### src/rtl/irq_port_pkg.sv
package irq_port_pkg;

    localparam int NPIN = 3;
    localparam int NCMP = NPIN - 1;
    localparam int NIRQ = 4;

    typedef logic [NPIN-1:0] pin_vec_t;
    typedef logic [NIRQ-1:0] irq_vec_t;

    typedef enum logic {
        EDGE_FALL = 1'b0,
        EDGE_RISE = 1'b1
    } edge_pol_t;

    // conditioned line feeding each flag
    function automatic int irq_src(input int idx);
        case (idx)
            0:       return 1;
            1:       return 2;
            2:       return 0;
            default: return 1;
        endcase
    endfunction

    function automatic edge_pol_t irq_pol(input int idx);
        return (idx == 3) ? EDGE_RISE : EDGE_FALL;
    endfunction

    typedef struct packed {
        logic     mode;
        logic     mode_prev;
        pin_vec_t cond_prev;
        irq_vec_t irq;
    } port_state_t;

endpackage

### src/rtl/irq_sync.sv
module irq_sync #(
    parameter int   W       = 1,
    parameter int   STAGES  = 2,
    parameter logic RST_VAL = 1'b1
) (
    input  logic         clk,
    input  logic         rst_n,
    input  logic [W-1:0] din,
    output logic [W-1:0] dout
);
    logic [W-1:0] stage_d [STAGES];
    logic [W-1:0] stage_q [STAGES];

    always_comb begin
        stage_d[0] = din;
        for (int s = 1; s < STAGES; s++) begin
            stage_d[s] = stage_q[s-1];
        end
    end

    always_ff @(posedge clk or negedge rst_n) begin
        if (!rst_n) begin
            for (int s = 0; s < STAGES; s++) begin
                stage_q[s] <= {W{RST_VAL}};
            end
        end else begin
            for (int s = 0; s < STAGES; s++) begin
                stage_q[s] <= stage_d[s];
            end
        end
    end

    assign dout = stage_q[STAGES-1];
endmodule

### src/rtl/irq_src_mux.sv
module irq_src_mux
    import irq_port_pkg::*;
(
    input  logic            analog_sel,
    input  pin_vec_t        pin_s,
    input  logic [NCMP-1:0] cmp_s,
    output pin_vec_t        cond
);
    always_comb begin
        cond = pin_s;
        if (analog_sel) begin
            cond[NCMP-1:0] = cmp_s;
            cond[NPIN-1]   = 1'b1; // reference pin reads high
        end
    end
endmodule

### src/rtl/irq_edge_cell.sv
module irq_edge_cell
    import irq_port_pkg::*;
#(
    parameter edge_pol_t POL = EDGE_FALL
) (
    input  logic cur,
    input  logic prev,
    input  logic en,
    output logic pulse
);
    if (POL == EDGE_RISE) begin : g_rise
        assign pulse = en & cur & ~prev;
    end else begin : g_fall
        assign pulse = en & ~cur & prev;
    end
endmodule

### src/rtl/irq_edge_port.sv
module irq_edge_port
    import irq_port_pkg::*;
#(
    parameter int   SYNC_STAGES = 2,
    parameter logic IDLE_LEVEL  = 1'b1
) (
    input  logic            clk,
    input  logic            rst_n,
    input  logic [NPIN-1:0] pin_i,
    input  logic [NCMP-1:0] cmp_i,
    input  logic            analog_mode_i,
    input  logic            clr_we_i,
    input  logic [NIRQ-1:0] clr_data_i,
    output logic [NPIN-1:0] rd_data_o,
    output logic [NIRQ-1:0] irq_o,
    output logic            tmr_in_o
);
    localparam int SW = NPIN + NCMP;

    port_state_t     state_d, state_q;
    logic [SW-1:0]   raw_s;
    pin_vec_t        cond;
    irq_vec_t        set_pulse;
    irq_vec_t        clr_mask;
    logic            detect_en;

    irq_sync #(.W(SW), .STAGES(SYNC_STAGES), .RST_VAL(IDLE_LEVEL)) u_sync (
        .clk  (clk),
        .rst_n(rst_n),
        .din  ({cmp_i, pin_i}),
        .dout (raw_s)
    );

    irq_src_mux u_mux (
        .analog_sel(state_q.mode),
        .pin_s     (raw_s[NPIN-1:0]),
        .cmp_s     (raw_s[SW-1:NPIN]),
        .cond      (cond)
    );

    // one-cycle blanking window right after the source switches
    assign detect_en = (state_q.mode == state_q.mode_prev);

    for (genvar g = 0; g < NIRQ; g++) begin : g_irq
        irq_edge_cell #(.POL(irq_pol(g))) u_cell (
            .cur  (cond[irq_src(g)]),
            .prev (state_q.cond_prev[irq_src(g)]),
            .en   (detect_en),
            .pulse(set_pulse[g])
        );
    end

    assign clr_mask = clr_we_i ? clr_data_i : '0;

    always_comb begin
        state_d           = state_q;
        state_d.mode      = analog_mode_i;
        state_d.mode_prev = state_q.mode;
        state_d.cond_prev = cond;
        state_d.irq       = (state_q.irq & ~clr_mask) | set_pulse; // set wins
    end

    always_ff @(posedge clk or negedge rst_n) begin
        if (!rst_n) begin
            state_q.mode      <= 1'b0;
            state_q.mode_prev <= 1'b0;
            state_q.cond_prev <= {NPIN{IDLE_LEVEL}};
            state_q.irq       <= '0;
        end else begin
            state_q <= state_d;
        end
    end

    assign rd_data_o = cond;
    assign irq_o     = state_q.irq;
    assign tmr_in_o  = cond[0];

    // a source switch must not raise any flag
    a_r9_no_edge_on_switch: assert property (@(posedge clk) disable iff (!rst_n)
        !$stable(state_q.mode) |=> ((irq_o & ~$past(irq_o)) == '0));

    // flags only drop where a clear was requested
    a_r7_sticky: assert property (@(posedge clk) disable iff (!rst_n)
        1'b1 |=> ((($past(irq_o) & ~$past(clr_mask)) & ~irq_o) == '0));

    // reference line reads high in analog mode
    a_r3_ref_high: assert property (@(posedge clk) disable iff (!rst_n)
        state_q.mode |-> rd_data_o[NPIN-1]);

    // flag 2 appears only after a falling line 0
    a_r4_fall_line0: assert property (@(posedge clk) disable iff (!rst_n)
        $rose(irq_o[2]) |-> ($past(rd_data_o[0], 2) && !$past(rd_data_o[0])));

    // flag 3 appears only after a rising line 1
    a_r5_rise_line1: assert property (@(posedge clk) disable iff (!rst_n)
        $rose(irq_o[3]) |-> (!$past(rd_data_o[1], 2) && $past(rd_data_o[1])));
endmodule

### config.mk
export PLATFORM = sky130hd
export DESIGN_NAME = irq_edge_port
export DESIGN_NICKNAME = d
export VERILOG_FILES = /design/src/rtl/irq_port_pkg.sv /design/src/rtl/irq_sync.sv /design/src/rtl/irq_src_mux.sv /design/src/rtl/irq_edge_cell.sv /design/src/rtl/irq_edge_port.sv
export SDC_FILE = /design/constraint.sdc
export NUM_CORES = 1
export LEC_CHECK = 0
export ABC_AREA = 1
export BUFFER_PORTS_ARGS = -buffer_cell sky130_fd_sc_hd__buf_2
export CAP_MARGIN = 20
export CORE_MARGIN = 2
export CORE_UTILIZATION = 34
export CTS_CLUSTER_SIZE = 10
export DETAILED_ROUTE_END_ITERATION = 10
export GPL_TIMING_DRIVEN = 1
export PLACE_DENSITY = 0.65
export SLEW_MARGIN = 20
export SYNTH_ARGS = -nofsm -noshare
export SYNTH_HDL_FRONTEND = slang
export SYNTH_HIERARCHICAL = 1
export SYNTH_SLANG_ARGS = --single-unit
### constraint.sdc
create_clock -name clk -period 1.1 [get_ports clk]
set_input_delay 0.11 -clock clk [delete_from_list [all_inputs] [get_ports clk]]
set_output_delay 0.11 -clock clk [all_outputs]
set_load 0.02 [all_outputs]
======== Word level (Yosys, flattened, before mapping) ========
Index checks and enable logic that the tools add are counted.
storage, ports and cells
  output and inout bits ................... 8
  input bits .............................. 13
  register bits after elaboration ......... 19
  word-level logic and storage cells ...... 24
operators by class
  bitwise gates (word level) .............. 15
  muxes and demuxes ....................... 2
  equal/unequal tests ..................... 1
operators with widths
  cell         count
  $and 1x1->1  8
  $and 4x4->4  1
  $mux 4       1
  $not 1->1    4
  $not 4->4    1
  $or 4x4->4   1
  $mux 3       1
  $eq 1x1->1   1

======== Depth between registers and ports, before layout ========
  depth in word-level cells ............... 5
  gate-level depth with buffers ........... 7
  depth with buffers taken out ............ 7

======== By module ========
The synthesis kept the hierarchy.
modules (own cells, without submodules)
  module         cells an instance  seq. area each (sq um)  area each (sq um)  times used
  irq_edge_port  35                 229.0                   345.3              1
  irq_sync       10                 262.8                   262.8              1
  irq_edge_cell  2                  0.0                     10.0               4
  irq_src_mux    8                  0.0                     32.5               1

======== Worst setup path before layout ========
Ideal clock, no wire load.
  path kind ............................... register to register
  from .................................... register u_sync.stage_q, in the netlist u_sync/dout[4]
  to ...................................... register state_q, in the netlist irq_o[3]
  data required time ...................... 1.035 ns
  cell stages (with the launch flop) ...... 7
  period minus slack after synthesis ...... 1.076 ns
  arrival ................................. 1.011 ns
  path slack .............................. 0.024 ns
  setup time .............................. 0.065 ns
  path buffers ............................ 0
  path through ............................ dfstp_2 nand2_1 nand2_1 nand2_1 nor2_2 inv_1 nand2_1
RTL lines
  item                               RTL line             source
  from (decl)                        irq_sync.sv:12       logic [W-1:0] stage_q [STAGES];
  from (signal, indexed assignment)  irq_sync.sv:24       stage_q[s] <= {W{RST_VAL}};
  from (signal, indexed assignment)  irq_sync.sv:28       stage_q[s] <= stage_d[s];
  to (signal assigned)               irq_edge_port.sv:70  state_q <= state_d;
  to (decl)                          irq_edge_port.sv:20  port_state_t state_d, state_q;

======== Worst setup path in the final report ========
  from .................................... register state_q, in the netlist state_d[7]
  to ...................................... output rd_data_o[2]
on the way
  word-level cells in the longest chain between the ends .. 1
ends and longest elaborated chain
  item       RTL line             source
  $mux 3     irq_src_mux.sv:11    if (analog_sel) begin
  to (decl)  irq_edge_port.sv:14  output logic [NPIN-1:0] rd_data_o,
No other way between the ends.

==> key figures <==
Timing
  – Fin. max-slew vios: 0
  – Final hold vios: 0
  – Max Fclk: 828.4 MHz
  – Final hold slack: 59.58 ps
  – Slew @ Worst Pin: 390.8 ps
  – Normalized max-slew margin: 73.94%
  – RSZ-0062 raised after global routing: yes
  – Setup total negative slack: -531.1 ps
  – Fin crit period: 1207 ps
  – Final setup viols: 8
  – Clock skew: 1.483 ps
  – Period utilization: 109.7%
  – Setup WS post-layout: -107.2 ps

Flow run
  – Max-cap violations: 0

Cells and area
  – P&R area growth vs syn: 42.65%
  – Nets@finish: 106
  – Diode count: 0
  – Post-Layout Cell Count: 119
  – Fill count: 192
  – Cell area after layout: 970.9 um2
  – Most frequent cells in the layout: nand2_1, buf_2, dfstp_2
  – Share of layout cells above drive strength 1: 61.96%
  – Final Util: 50.52%

Power
  – Psw: 331.9 uW
  – Peak supply drop: 0.8342 mV
  – Seq pwr share: 58.8%
  – Power Density: 1393 nW/um2
  – P_leak: 0.4749 nW
  – Total power: 1.352 mW
  – Cell-internal power: 1.020 mW
  – Sw Share: 24.54%
  – Power share of the combinational group: 17.1%
  – Clock power share: 24.1%

GRT
  – Pin count of the biggest net entering global routing: 20
  – Vias in the first global route: 437
  – Initial antenna violation count: 0
  – First-pass GRT wire length: 1697 um
  – Overall Global Routing Usage: 9.596%
  – Total gr overflow: 0

Routing
  – DR iter-0 viols: 4
  – Final WL: 1028 um
  – Routed WL per cell: 8.639 um
  – Vias/cell: 3.840
  – Post-DRT Antenna Nets: 0
  – Drc violations: 0
  – DR pass1 iterations: 4
  – DR vias: 457

Synthesis
  – Synth area leaders: dfstp_2, dfrtp_1, nand2_1
  – Sequential share of the synthesized area: 72.24%
  – Synthesized netlist cell count: 61
  – Post-Syn Nets: 74
  – Syn avg cell area: 11.16 um2
  – Area leader, netlist: dfstp_2
  – Synth top area share: 50.18%
  – Synth Cell Area: 680.7 um2
  – Yosys cell types: 7
  – Synth warn: 6
  – Seq cells post-synth: 19

Clocking
  – CTS buffer count: 3
  – Clock-pin slew on the worst setup and hold paths: 90 ps
  – Clk_lat worst skew: 280 ps
  – Htree depth: 1
  – Clock Path Buffers: 2
  – Clock Sinks: 19
  – Root Driver: clkbuf_4
  – TritonCTS clock tree: yes

Setup path
  – Arrival @ worst endpoint: 1100 ps
  – Setup crit start kind: flip-flop
  – Crit path from: state_d[7]$_DFF_PN0_
  – Critical setup path kind: reg2out
  – Reg2reg start: state_d[7]$_DFF_PN0_
  – Crit end category: output port
  – Worst-path maximum fanout: 6
  – Critical Path RT: 990 ps

Floorplanning
  – Die area: 2376 um2
  – Die height: 48.74 um
  – I/O Pins: 21
  – Row count: 16
  – Initial Util: 35.42%
  – Core box area: 1922 um2
  – Chip width: 48.74 um

Hold path
  – Hold Path Origin: clr_data_i[0]
  – Hold WC Path Type: in2reg

Placed design
  – Placed cell area: 777.0 um2
  – Dpl cells: 103
  – Hpwl dp: 668.3 um
  – Setup WS pre-CTS: 86.08 ps
  – RePlAce Congestion: 0.7148
  – IO buf count: 20

Outcome
  – Failing checks: setup timing
  – Outcome: finished, violations left
[sequential cells by signal, indices dropped and copies added (netlist names)]
register and flops:
u_sync/stage_d 5, u_sync/dout 5, irq_o 4, state_d 1, state_q 4
[cells in the mapped netlist]
master	n
dfrtp_1	6
dfstp_2	13
nand2_1	25
inv_1	7
buf_4	5
or2_1	1
nor2_2	4
[repair_timing]
| item | in CTS | in global routing |
|---|---|---|
| hold endpoints to repair | 12 | 0 |
| pin swaps | 3 | 7 |
| resized for setup | 12 | 10 |
| endpoints found under the setup margin | 4 | 8 |
| setup buffers | 4 | 1 |
| hold buffers | 7 | 0 |
[metal layers]
| metal | vias up | track usage [%] | wire, um |
|---|---|---|---|
| met2 | 18 | 16.21 | 541 |
| met1 | 206 | 10.66 | 421 |
| li1 | 233 | - | - |
| met3 | 0 | 1.852 | 65 |
| met5 | - | 0 | 0 |
| met4 | 0 | 7.143 | 0 |
[power groups by stage]
| stage | Combinational (mW) | Sequential [mW] | Clock [mW] |
|---|---|---|---|
| global route | 0.256 | 0.804 | 0.381 |
| global placement | 0.164 | 0.802 | 0 |
| detailed placement | 0.168 | 0.806 | 0 |
| floorplan | 0.130 | 0.801 | 0 |
| finish | 0.231 | 0.795 | 0.326 |
| CTS | 0.218 | 0.794 | 0.351 |
[cells by family after synthesis]
logic type	share of synthesized area (%)
buffers and inverters	9.376
flip-flops	72.24
AND/OR/NAND/NOR	18.38
[path summary, 6_finish.rpt]
path | to | slack (ps) | cells after the start
max in group asynchronous | u_sync/dout[2]$_DFF_PN1_ | 510 | 2
min in group asynchronous | irq_o[2]$_DFF_PN0_ | 270 | 2
min reg2reg | u_sync/dout[3]$_DFF_PN1_ | 360 | 0
min | irq_o[0]$_DFF_PN0_ | 60 | 4
max | rd_data_o[2] | -110 | 2
max reg2reg | irq_o[2]$_DFF_PN0_ | -60 | 9
[critical path: stages, from the launching register on]
cell	delay (ps)
dfrtp_2	450
or2_4	240
buf_6	130
[final cells by class]
cell class	count	area [um2]	share of cell area, %
inverter	7	26.28	2.706
sequential	19	493.0	50.77
timing repair buffer	32	236.5	24.36
clock buffer	4	26.28	2.706
multi-input combinational	30	155.1	15.98
tap	27	33.78	3.479
(Power assumes the default switching activity.)
